`src/rtl/uwire_eeprom_loader.sv`:
```
module uwire_eeprom_loader #(
  parameter int HOLD_W    = 8,
  parameter int N_WORDS   = 16,
  parameter int WADDR_W   = 6,
  parameter int KEY_OFS   = 0,
  parameter int ADDR_OFS  = 16,
  parameter int CKSUM_OFS = 31
) (
  input  logic              clk,
  input  logic              rst_n,
  input  logic              start,
  input  logic [HOLD_W-1:0] half_period,
  input  logic              ee_do,
  output logic              ee_cs,
  output logic              ee_sk,
  output logic              ee_di,
  output logic              busy,
  output logic              done,
  output logic              addr_valid,
  output logic              cksum_err,
  output logic [47:0]       station_addr
);
  localparam int DW          = 16;
  localparam int ADDR_LAST   = 8 + 2 * WADDR_W;
  localparam int DUMMY       = ADDR_LAST + 1;
  localparam int DATA_FIRST  = DUMMY + 1;
  localparam int LAST_SAMPLE = DUMMY + 2 * DW;
  localparam int LAST_STEP   = LAST_SAMPLE + 1;
  localparam int STEP_W      = $clog2(LAST_STEP + 1);
  localparam int BIDX_W      = WADDR_W + 1;

  localparam logic [STEP_W-1:0] S_CLK0        = STEP_W'(2);
  localparam logic [STEP_W-1:0] S_OP_FIRST    = STEP_W'(3);
  localparam logic [STEP_W-1:0] S_OP_LAST     = STEP_W'(6);
  localparam logic [STEP_W-1:0] S_ADDR_FIRST  = STEP_W'(9);
  localparam logic [STEP_W-1:0] S_ADDR_LAST   = STEP_W'(ADDR_LAST);
  localparam logic [STEP_W-1:0] S_DATA_FIRST  = STEP_W'(DATA_FIRST);
  localparam logic [STEP_W-1:0] S_LAST_SAMPLE = STEP_W'(LAST_SAMPLE);
  localparam logic [STEP_W-1:0] S_LAST_STEP   = STEP_W'(LAST_STEP);
  localparam logic [WADDR_W-1:0] W_LAST       = WADDR_W'(N_WORDS - 1);

  logic [STEP_W-1:0]  step;
  logic [HOLD_W-1:0]  hold;
  logic [WADDR_W-1:0] word;
  logic [DW-2:0]      shreg;
  logic [7:0]         xacc, ckbyte;
  logic [47:0]        addr_q;
  logic               busy_q, done_q, valid_q, err_q;
  logic               di_r;
  logic [WADDR_W-1:0] ws;

  wire              step_end  = busy_q && (hold == half_period);
  wire              is_sample = step[0] && (step > S_DATA_FIRST) && (step <= S_LAST_SAMPLE);
  wire [DW-1:0]     word_in   = {shreg, ee_do};
  wire [BIDX_W-1:0] bi_hi     = {word, 1'b0};
  wire [BIDX_W-1:0] bi_lo     = {word, 1'b1};
  wire              key_hi    = (int'(bi_hi) >= KEY_OFS) && (int'(bi_hi) < CKSUM_OFS);
  wire              key_lo    = (int'(bi_lo) >= KEY_OFS) && (int'(bi_lo) < CKSUM_OFS);

  always_comb begin
    di_r = 1'b0;
    ws   = word;
    if (step >= S_OP_FIRST && step <= S_OP_LAST) begin
      di_r = 1'b1;
    end else if (step >= S_ADDR_FIRST && step <= S_ADDR_LAST) begin
      ws   = word << ((step - S_ADDR_FIRST) >> 1);
      di_r = ws[WADDR_W-1];
    end
  end

  assign ee_cs = busy_q && (step != '0) && (step != S_LAST_STEP);
  assign ee_sk = busy_q && !step[0] &&
                 ((step >= S_CLK0 && step <= S_ADDR_LAST) ||
                  (step >= S_DATA_FIRST && step < S_LAST_SAMPLE));
  assign ee_di = busy_q && di_r;

  assign busy         = busy_q;
  assign done         = done_q;
  assign addr_valid   = valid_q;
  assign cksum_err    = err_q;
  assign station_addr = valid_q ? addr_q : 48'h0;

  always_ff @(posedge clk) begin
    if (!rst_n) begin
      step    <= '0;
      hold    <= '0;
      word    <= '0;
      shreg   <= '0;
      xacc    <= '0;
      ckbyte  <= '0;
      addr_q  <= '0;
      busy_q  <= 1'b0;
      done_q  <= 1'b0;
      valid_q <= 1'b0;
      err_q   <= 1'b0;
    end else begin
      done_q <= 1'b0;
      if (!busy_q) begin
        if (start) begin
          busy_q  <= 1'b1;
          step    <= '0;
          hold    <= '0;
          word    <= '0;
          xacc    <= '0;
          ckbyte  <= '0;
          addr_q  <= '0;
          valid_q <= 1'b0;
          err_q   <= 1'b0;
        end
      end else begin
        hold <= step_end ? '0 : hold + 1'b1;
        if (step_end) begin
          if (is_sample) shreg <= word_in[DW-2:0];
          if (step == S_LAST_SAMPLE) begin
            xacc <= xacc ^ (key_hi ? word_in[15:8] : 8'h00) ^ (key_lo ? word_in[7:0] : 8'h00);
            if (int'(bi_hi) == CKSUM_OFS) ckbyte <= word_in[15:8];
            if (int'(bi_lo) == CKSUM_OFS) ckbyte <= word_in[7:0];
            for (int k = 0; k < 6; k++) begin
              if (int'(bi_hi) == ADDR_OFS + k) addr_q[47-8*k -: 8] <= word_in[15:8];
              if (int'(bi_lo) == ADDR_OFS + k) addr_q[47-8*k -: 8] <= word_in[7:0];
            end
          end
          if (step == S_LAST_STEP) begin
            step <= '0;
            if (word == W_LAST) begin
              busy_q  <= 1'b0;
              done_q  <= 1'b1;
              valid_q <= (xacc == ckbyte);
              err_q   <= (xacc != ckbyte);
            end else begin
              word <= word + 1'b1;
            end
          end else begin
            step <= step + 1'b1;
          end
        end
      end
    end
  end
endmodule


```
`config.mk`:
```
export PLATFORM = sky130hd
export DESIGN_NAME = uwire_eeprom_loader
export DESIGN_NICKNAME = d
export VERILOG_FILES = /design/src/rtl/uwire_eeprom_loader.sv
export SDC_FILE = /design/constraint.sdc
export NUM_CORES = 1
export LEC_CHECK = 0
export ABC_AREA = 0
export ABC_CLOCK_PERIOD_IN_PS = 2000
export CAP_MARGIN = 0
export CELL_PAD_IN_SITES_DETAIL_PLACEMENT = 1
export CELL_PAD_IN_SITES_GLOBAL_PLACEMENT = 2
export CORE_MARGIN = 3
export CORE_UTILIZATION = 25
export DETAILED_ROUTE_END_ITERATION = 10
export DONT_BUFFER_PORTS = 1
export GPL_TIMING_DRIVEN = 0
export HOLD_SLACK_MARGIN = 0.03
export PLACE_DENSITY_LB_ADDON = 0.1
export SLEW_MARGIN = 20
export SYNTH_ARGS = -nofsm -noshare
export SYNTH_HDL_FRONTEND = slang
export SYNTH_SLANG_ARGS = --single-unit
```
`constraint.sdc`:
```
create_clock -name clk -period 2 [get_ports clk]
set_input_delay 0.2 -clock clk [delete_from_list [all_inputs] [get_ports clk]]
set_output_delay 0.2 -clock clk [all_outputs]
set_load 0.05 [all_outputs]
```
==> key figures, run 1 <==
Outcome
  – Status: finished with violations
  – Failing checks: setup timing

Critical path
  – CP Launch Type: register
  – Delay-heaviest family, CP: simple AND/OR/NAND/NOR gates
  – CP Class: register to output pin
  – Worst path max stage delay: 0.51 ns
  – Critical Path AT: 2.25 ns
  – Buf/Inv on CP: 1
  – Slowest cell on the critical path: or4_4
  – CP cell instances: inv_4 -> ha_4 -> mux2i_2 -> o311ai_1 -> nand2_1 -> or4_4 -> o22ai_4
  – Worst EP required: 1.80 ns
  – Critical path endpoint category: output pin
  – CP Max Fanout: 5

Finish
  – Layout Area Growth over Synthesis: 24.9%
  – Fillers: 2,508
  – Register area: 2110 sq um
  – Antenna Cells: 0
  – Nets: 732
  – Finished Core Util: 0.325
  – Multi-input gate area in the final layout: 3610 sq um
  – Layout cell share with drive strength beyond 1: 0.244
  – Post-layout instance count excluding filler cells: 991

STA
  – Slew HR: 0.431
  – Fin worst setup slack: -0.448 ns
  – RSZ-0062 raised after global routing: yes
  – Final period util: 1.22
  – Worst-case clock skew: 0.00870 ns
  – Setup TNS: -2.27 ns
  – Slew at the pin closest to its max-slew limit: 0.853 ns
  – Fmax: 408 MHz
  – Fin. Hold Viols: 0
  – Final setup viols: 40
  – Max-slew violations: 0
  – Period minus WS final: 2.45 ns

Clocking
  – CTS clk-pin slew, worst paths: 0.07 ns
  – Maximum root-to-sink buffer count: 2
  – Clock tree sinks: 103
  – CTS Buf Count: 9
  – CTS tree: done
  – Clk_lat worst skew: 0.36 ns
  – Root Driver: clkbuf_16
  – H-tree levels: 3

Power
  – Clock power frac: 0.440
  – Psw: 1020 uW
  – Power share of the sequential group: 0.508
  – Combinational share of power: 0.052
  – Power per cell area: 583 nW/um^2
  – Max IR drop VDD: 0.000375 V
  – Lkg Pwr: 0.00260 uW
  – Sw Share: 0.252
  – Internal power: 3030 uW

Routing
  – Average wire per standard cell: 20.7 um
  – DR vias: 4,975
  – Final routed DRC violation total: 0
  – Max Used Layer: met4
  – Pre-antenna DRT Iters: 4
  – Detail Route met2 WL: 9540 um
  – DR vias/cell: 5.02
  – Metal3 WL: 631 um
  – Final ANT Viol Nets: 0
  – 1st-iter DRT viols: 173
  – Metal-1 WL: 10,000 um
  – Total routed wirelength: 20,500 um

Yosys
  – Sequential fraction of the synthesis area: 0.370
  – Synthesis Warnings: 0
  – Area share of the largest cell type after synthesis: 0.370
  – Mapped Area: 5570 sq um
  – Mapped Cells: 673
  – Area leader, netlist: dfxtp_1
  – Seq cells post-synth: 103
  – Syn avg cell area: 8.27 sq um
  – Ys flop type: dfxtp_1
  – Synth cell types: 62
  – Post-Syn Nets: 694
  – Synth area leaders: dfxtp_1 37%, o21a_1 6.5%, and2_1 5.7%
  – Fraction of registers with async set/reset: 0
  – Number of synthesized flops with an enable pin: 0

Floorplanning
  – Core Box Area: 21,400 sq um
  – Effective utilization at floorplan: 0.260
  – Cell row count: 53
  – Die area: 24,100 sq um
  – Die W: 155 um
  – # IOs: 67
  – Die height: 155 um

Global route
  – Pin count of the biggest net entering global routing: 17
  – Antenna violations before repair: 0
  – Total GRT Usage: 0.172
  – Total gr overflow: 0
  – Number of global-route vias before repair: 5,415
  – First-pass GRT wire length: 32,300 um

Worst hold path
  – HP Class: input port to register

Job
  – Max_cap viols: 0

Placement
  – Final GP Congestion: 0.766
  – Final HPWL DP: 14,700 um
  – Port bufs: 0
  – Dpl cells: 948
## area by class of cell
cell class / instances / area share
multi-input combinational: 511 / 0.519
clock inverter: 3 / 0.00342
sequential: 103 / 0.304
buffer: 48 / 0.0464
inverter: 7 / 0.00504
tap: 275 / 0.0495
clock buffer: 13 / 0.0374
timing repair buffer: 31 / 0.0349
## worst paths after layout
path,depth (start not counted),endpoint,slack (ns),from
worst max-delay path,7,ee_di,-0.45,step[0]
worst min register to register,2,ckbyte[1],0.47,ckbyte[1]
worst max register to register,7,addr_q[21],-0.11,word[4]
worst min-delay path,3,hold[1],0.1,start
## synth_stat cells, drive strengths merged (9+ instances only)
cell type,instances
o21a,48
xnor2,11
dfxtp,103
nor2b,12
a21oi,9
o211ai,11
nand2,74
mux2i,19
o21ai,19
xor2,18
nand4b,9
nor2,62
and2,51
nand3,37
clkbuf,37
ha,9
and3,51
buf,15
## registers in the layout, indices dropped and copies added (netlist names)
register	cells
word	6
busy	1
hold	8
done	1
xacc	8
step	6
cksum_err	1
addr_q	48
addr_valid	1
shreg	15
ckbyte	8
## power by group through the flow
| stage | clock, uW | combinational [uW] | sequential [uW] |
|---|---|---|---|
| 6_report | 1780 | 212 | 2060 |
| 3_5_place_dp | 0 | 189 | 2110 |
| 2_1_floorplan | 0 | 119 | 2110 |
| 3_3_place_gp | 0 | 186 | 2110 |
| 5_1_grt | 1900 | 238 | 2060 |
| 4_1_cts | 1830 | 202 | 2060 |
## placed cells by master, fill, tap and decap left out, types with 12 or more instances in the layout
master | netlist | final
nor2b_1 | 12 | 12
o21ai_1 | 14 | 13
mux2i_1 | 19 | 18
xor2_1 | 18 | 18
nand2_1 | 74 | 73
nand3_1 | 33 | 32
nor2_1 | 62 | 54
and3_4 | 0 | 14
and3_1 | 51 | 37
dfxtp_1 | 103 | 82
buf_4 | 0 | 31
clkbuf_1 | 37 | 24
and2_1 | 51 | 29
o21a_1 | 48 | 48
## cell families (layout without fill, tap and decap cells)
| group | count (synthesis) | in the layout | synth area share |
|---|---|---|---|
| flip-flops | 103 | 103 | 0.370 |
| XOR/XNOR | 29 | 29 | 0.0456 |
| multiplexers | 20 | 20 | 0.0362 |
| adder cells (fa/ha/maj) | 9 | 9 | 0.0202 |
| buffers and inverters | 59 | 102 | 0.0508 |
| AND/OR/NAND/NOR | 328 | 328 | 0.316 |
| AO/OA/AOI/OAI | 125 | 125 | 0.161 |
## per-stage QoR
step	setup slack, ns	hold slack [ns]	total power (uW)	instance area (sq um)
4_1_cts	-0.499	0.0913	4100	6640
3_3_place_gp	-0.507	0.348	2300	5970
6_report	-0.448	0.0974	4050	6950
3_5_place_dp	-0.512	0.358	2300	5980
2_1_floorplan	-0.221	0.342	2230	5620
5_1_grt	-0.512	0.122	4200	6950
## worst register-to-register path, delay by kind of cell, from the launching register on
family                 cells  cell delay [ns]
AO/OA/AOI/OAI              1             0.18
buffers and inverters      2             0.37
flip-flops                 1             0.37
AND/OR/NAND/NOR            4             1.11
## layer usage
| metal | track usage | up-vias |
|---|---|---|
| met1 | 0.233 | 2462 |
| met2 | 0.285 | 72 |
| met3 | 0.0317 | 14 |
| met4 | 0.0417 | 0 |
| met5 | 0 | - |
| li1 | - | 2427 |
## timing repair
action | 4_1_cts | 5_1_grt
gates cloned | 2 | 0
hold endpoints to repair | 2 | 0
setup buffers | 17 | 11
hold buffers | 1 | 0
pin swaps | 15 | 37
endpoints found under the setup margin | 137 | 103
gates resized for setup | 82 | 81
Note: power is estimated with default switching activity, not from simulation.
==> run 2, diff against run 1 <==
--- a/config.mk
+++ b/config.mk
@@ -15,7 +15,7 @@
 export DETAILED_ROUTE_END_ITERATION = 10
 export DONT_BUFFER_PORTS = 1
 export GPL_TIMING_DRIVEN = 0
-export HOLD_SLACK_MARGIN = 0.03
+export HOLD_SLACK_MARGIN = 0.1
 export PLACE_DENSITY_LB_ADDON = 0.1
 export SLEW_MARGIN = 20
 export SYNTH_ARGS = -nofsm -noshare
==> run 2 against run 1 <==
- the flow still finishes with violations (setup timing)
- register-to-register slack hardly changed
- wire length grew 0.12%
- die area unchanged
- count of clock-buffer cells in the layout is the same
- sequential cell count is the same
- clock power hardly changed
- power is essentially flat
- highest routed layer unchanged
- largest cell class unchanged
- global-route usage about the same
- via count is 0.16% higher
- design area grew 0.14%
==> key figures, run 2 (synthesized netlist as in run 1, its figures left out) <==
STA
  – Hold slack: 0.119 ns
  – Final period util: 1.22
  – Max-slew violations: 0
  – Fmax: 408 MHz
  – Slew at the pin closest to its max-slew limit: 0.853 ns
  – Worst-case clock skew: 0.00935 ns
  – Final setup viols: 40
  – Period minus WS final: 2.45 ns
  – Slew HR: 0.431
  – Fin worst setup slack: -0.448 ns
  – RSZ-0062 raised after global routing: yes
  – Fin. Hold Viols: 0

Critical path
  – Delay-heaviest family, CP: simple AND/OR/NAND/NOR gates
  – Slowest cell on the critical path: or4_4
  – Worst path max stage delay: 0.51 ns
  – Critical Path AT: 2.25 ns
  – CP Launch Type: register
  – CP cell instances: inv_4 -> ha_4 -> mux2i_2 -> o311ai_1 -> nand2_1 -> or4_4 -> o22ai_4
  – CP Class: register to output pin
  – Critical path endpoint category: output pin
  – Buf/Inv on CP: 1
  – CP Max Fanout: 5
  – Worst EP required: 1.80 ns

Placement
  – Post-place instance area: 5980 sq um
  – Dpl cells: 948
  – Port bufs: 0
  – Final HPWL DP: 14,700 um
  – Final GP Congestion: 0.766
  – Place WS: -0.512 ns

Power
  – Sw Share: 0.252
  – Max IR drop VDD: 0.000375 V
  – Internal power: 3030 uW
  – Combinational share of power: 0.053
  – Power share of the sequential group: 0.508
  – Clock power frac: 0.439
  – Power per cell area: 582 nW/um^2
  – Psw: 1020 uW
  – Lkg Pwr: 0.00261 uW

Finish
  – Largest regs: addr_q x48, shreg x15
  – Most frequent cells in the layout: 82 x dfxtp_1, 73 x nand2_1, 54 x nor2_1
  – Finished Core Util: 0.325
  – Antenna Cells: 0
  – Layout cell share with drive strength beyond 1: 0.244
  – Fin area: 6960 sq um
  – Max reg flops: 48
  – Top reg by flops: addr_q
  – Multi-input gate area in the final layout: 3610 sq um
  – Commonest non-fill, non-tap cell in the layout: dfxtp_1
  – Nets: 733
  – Layout Area Growth over Synthesis: 25.0%
  – Fillers: 2,507
  – Post-layout instance count excluding filler cells: 992
  – Register area: 2110 sq um

Global route
  – First-pass GRT wire length: 32,300 um
  – Antenna violations before repair: 0
  – Total GRT Usage: 0.172
  – Number of global-route vias before repair: 5,422
  – Pin count of the biggest net entering global routing: 17
  – Total gr overflow: 0

Floorplanning
  – Cell row count: 53
  – Core Box Area: 21,400 sq um
  – # IOs: 67
  – Die height: 155 um
  – Die area: 24,100 sq um
  – Die W: 155 um
  – Effective utilization at floorplan: 0.260

Routing
  – DR vias: 4,983
  – DR vias/cell: 5.02
  – Average wire per standard cell: 20.7 um
  – Pre-antenna DRT Iters: 4
  – Total routed wirelength: 20,500 um
  – Final routed DRC violation total: 0
  – 1st-iter DRT viols: 177
  – Final ANT Viol Nets: 0

Clocking
  – Clk_lat worst skew: 0.36 ns
  – CTS tree: done
  – CTS clk-pin slew, worst paths: 0.07 ns
  – Root Driver: clkbuf_16
  – H-tree levels: 3
  – Clock tree sinks: 103
  – Maximum root-to-sink buffer count: 2
  – CTS Buf Count: 9

Worst hold path
  – HP Class: input port to register

Job
  – Max_cap viols: 0

Outcome
  – Status: finished with violations
  – Failing checks: setup timing
## run 2: path summary, 6_finish.rpt
path | startpoint | to | slack [ns] | depth (start not counted)
setup / recovery | step[0] | ee_di | -0.45 | 7
hold / removal | start | hold[0] | 0.12 | 3
setup reg to reg | word[4] | addr_q[21] | -0.11 | 7
hold reg to reg | ckbyte[1] | ckbyte[1] | 0.47 | 2
## run 2: cell type report
type,count,share of cell area
multi-input cells,511,0.519
flip-flops and latches,103,0.304
well taps,275,0.0494
plain buffers,48,0.0464
clock buffers,13,0.0374
repair buffers,32,0.0363
inverters,7,0.00503
clock inverters,3,0.00341
## run 2: what timing repair did
item                                    4_1_cts  5_1_grt
resized for setup                            82       81
endpoints found under the setup margin      137      103
hold buffers                                  2        0
setup buffers                                17       11
cloned                                        2        0
pin swaps                                    15       37
hold endpoints to repair                      3        0
## run 2: per-stage QoR
step / power [uW] / TNS [ns]
5_1_grt: 4200 / -6.45
4_1_cts: 4100 / -1.75
6_report: 4050 / -2.26
3_3_place_gp: 2300 / -20.79
3_5_place_dp: 2300 / -21.94
2_1_floorplan: 2230 / -0.312
## run 2: routing by layer
layer | share of wire | track usage
met1 | 0.49 | 0.233
met2 | 0.47 | 0.285
met3 | 0.032 | 0.0323
met4 | 0.013 | 0.0417
met5 | 0 | 0
## run 2: power by group through the flow
stage	clock network, uW	logic (uW)	registers [uW]
after global placement	0	186	2110
final	1780	214	2060
after CTS	1830	204	2060
after detailed placement	0	189	2110
after floorplan	0	119	2110
after global routing	1900	240	2060
## run 2: worst reg2reg max path, stage by stage, from the launching register on
cell and delay, ns:
dfxtp_4 0.37, or4b_4 0.58, buf_4 0.17, nor4_4 0.18, nand3_4 0.17, buf_4 0.20, and3_1 0.17, o21a_1 0.18
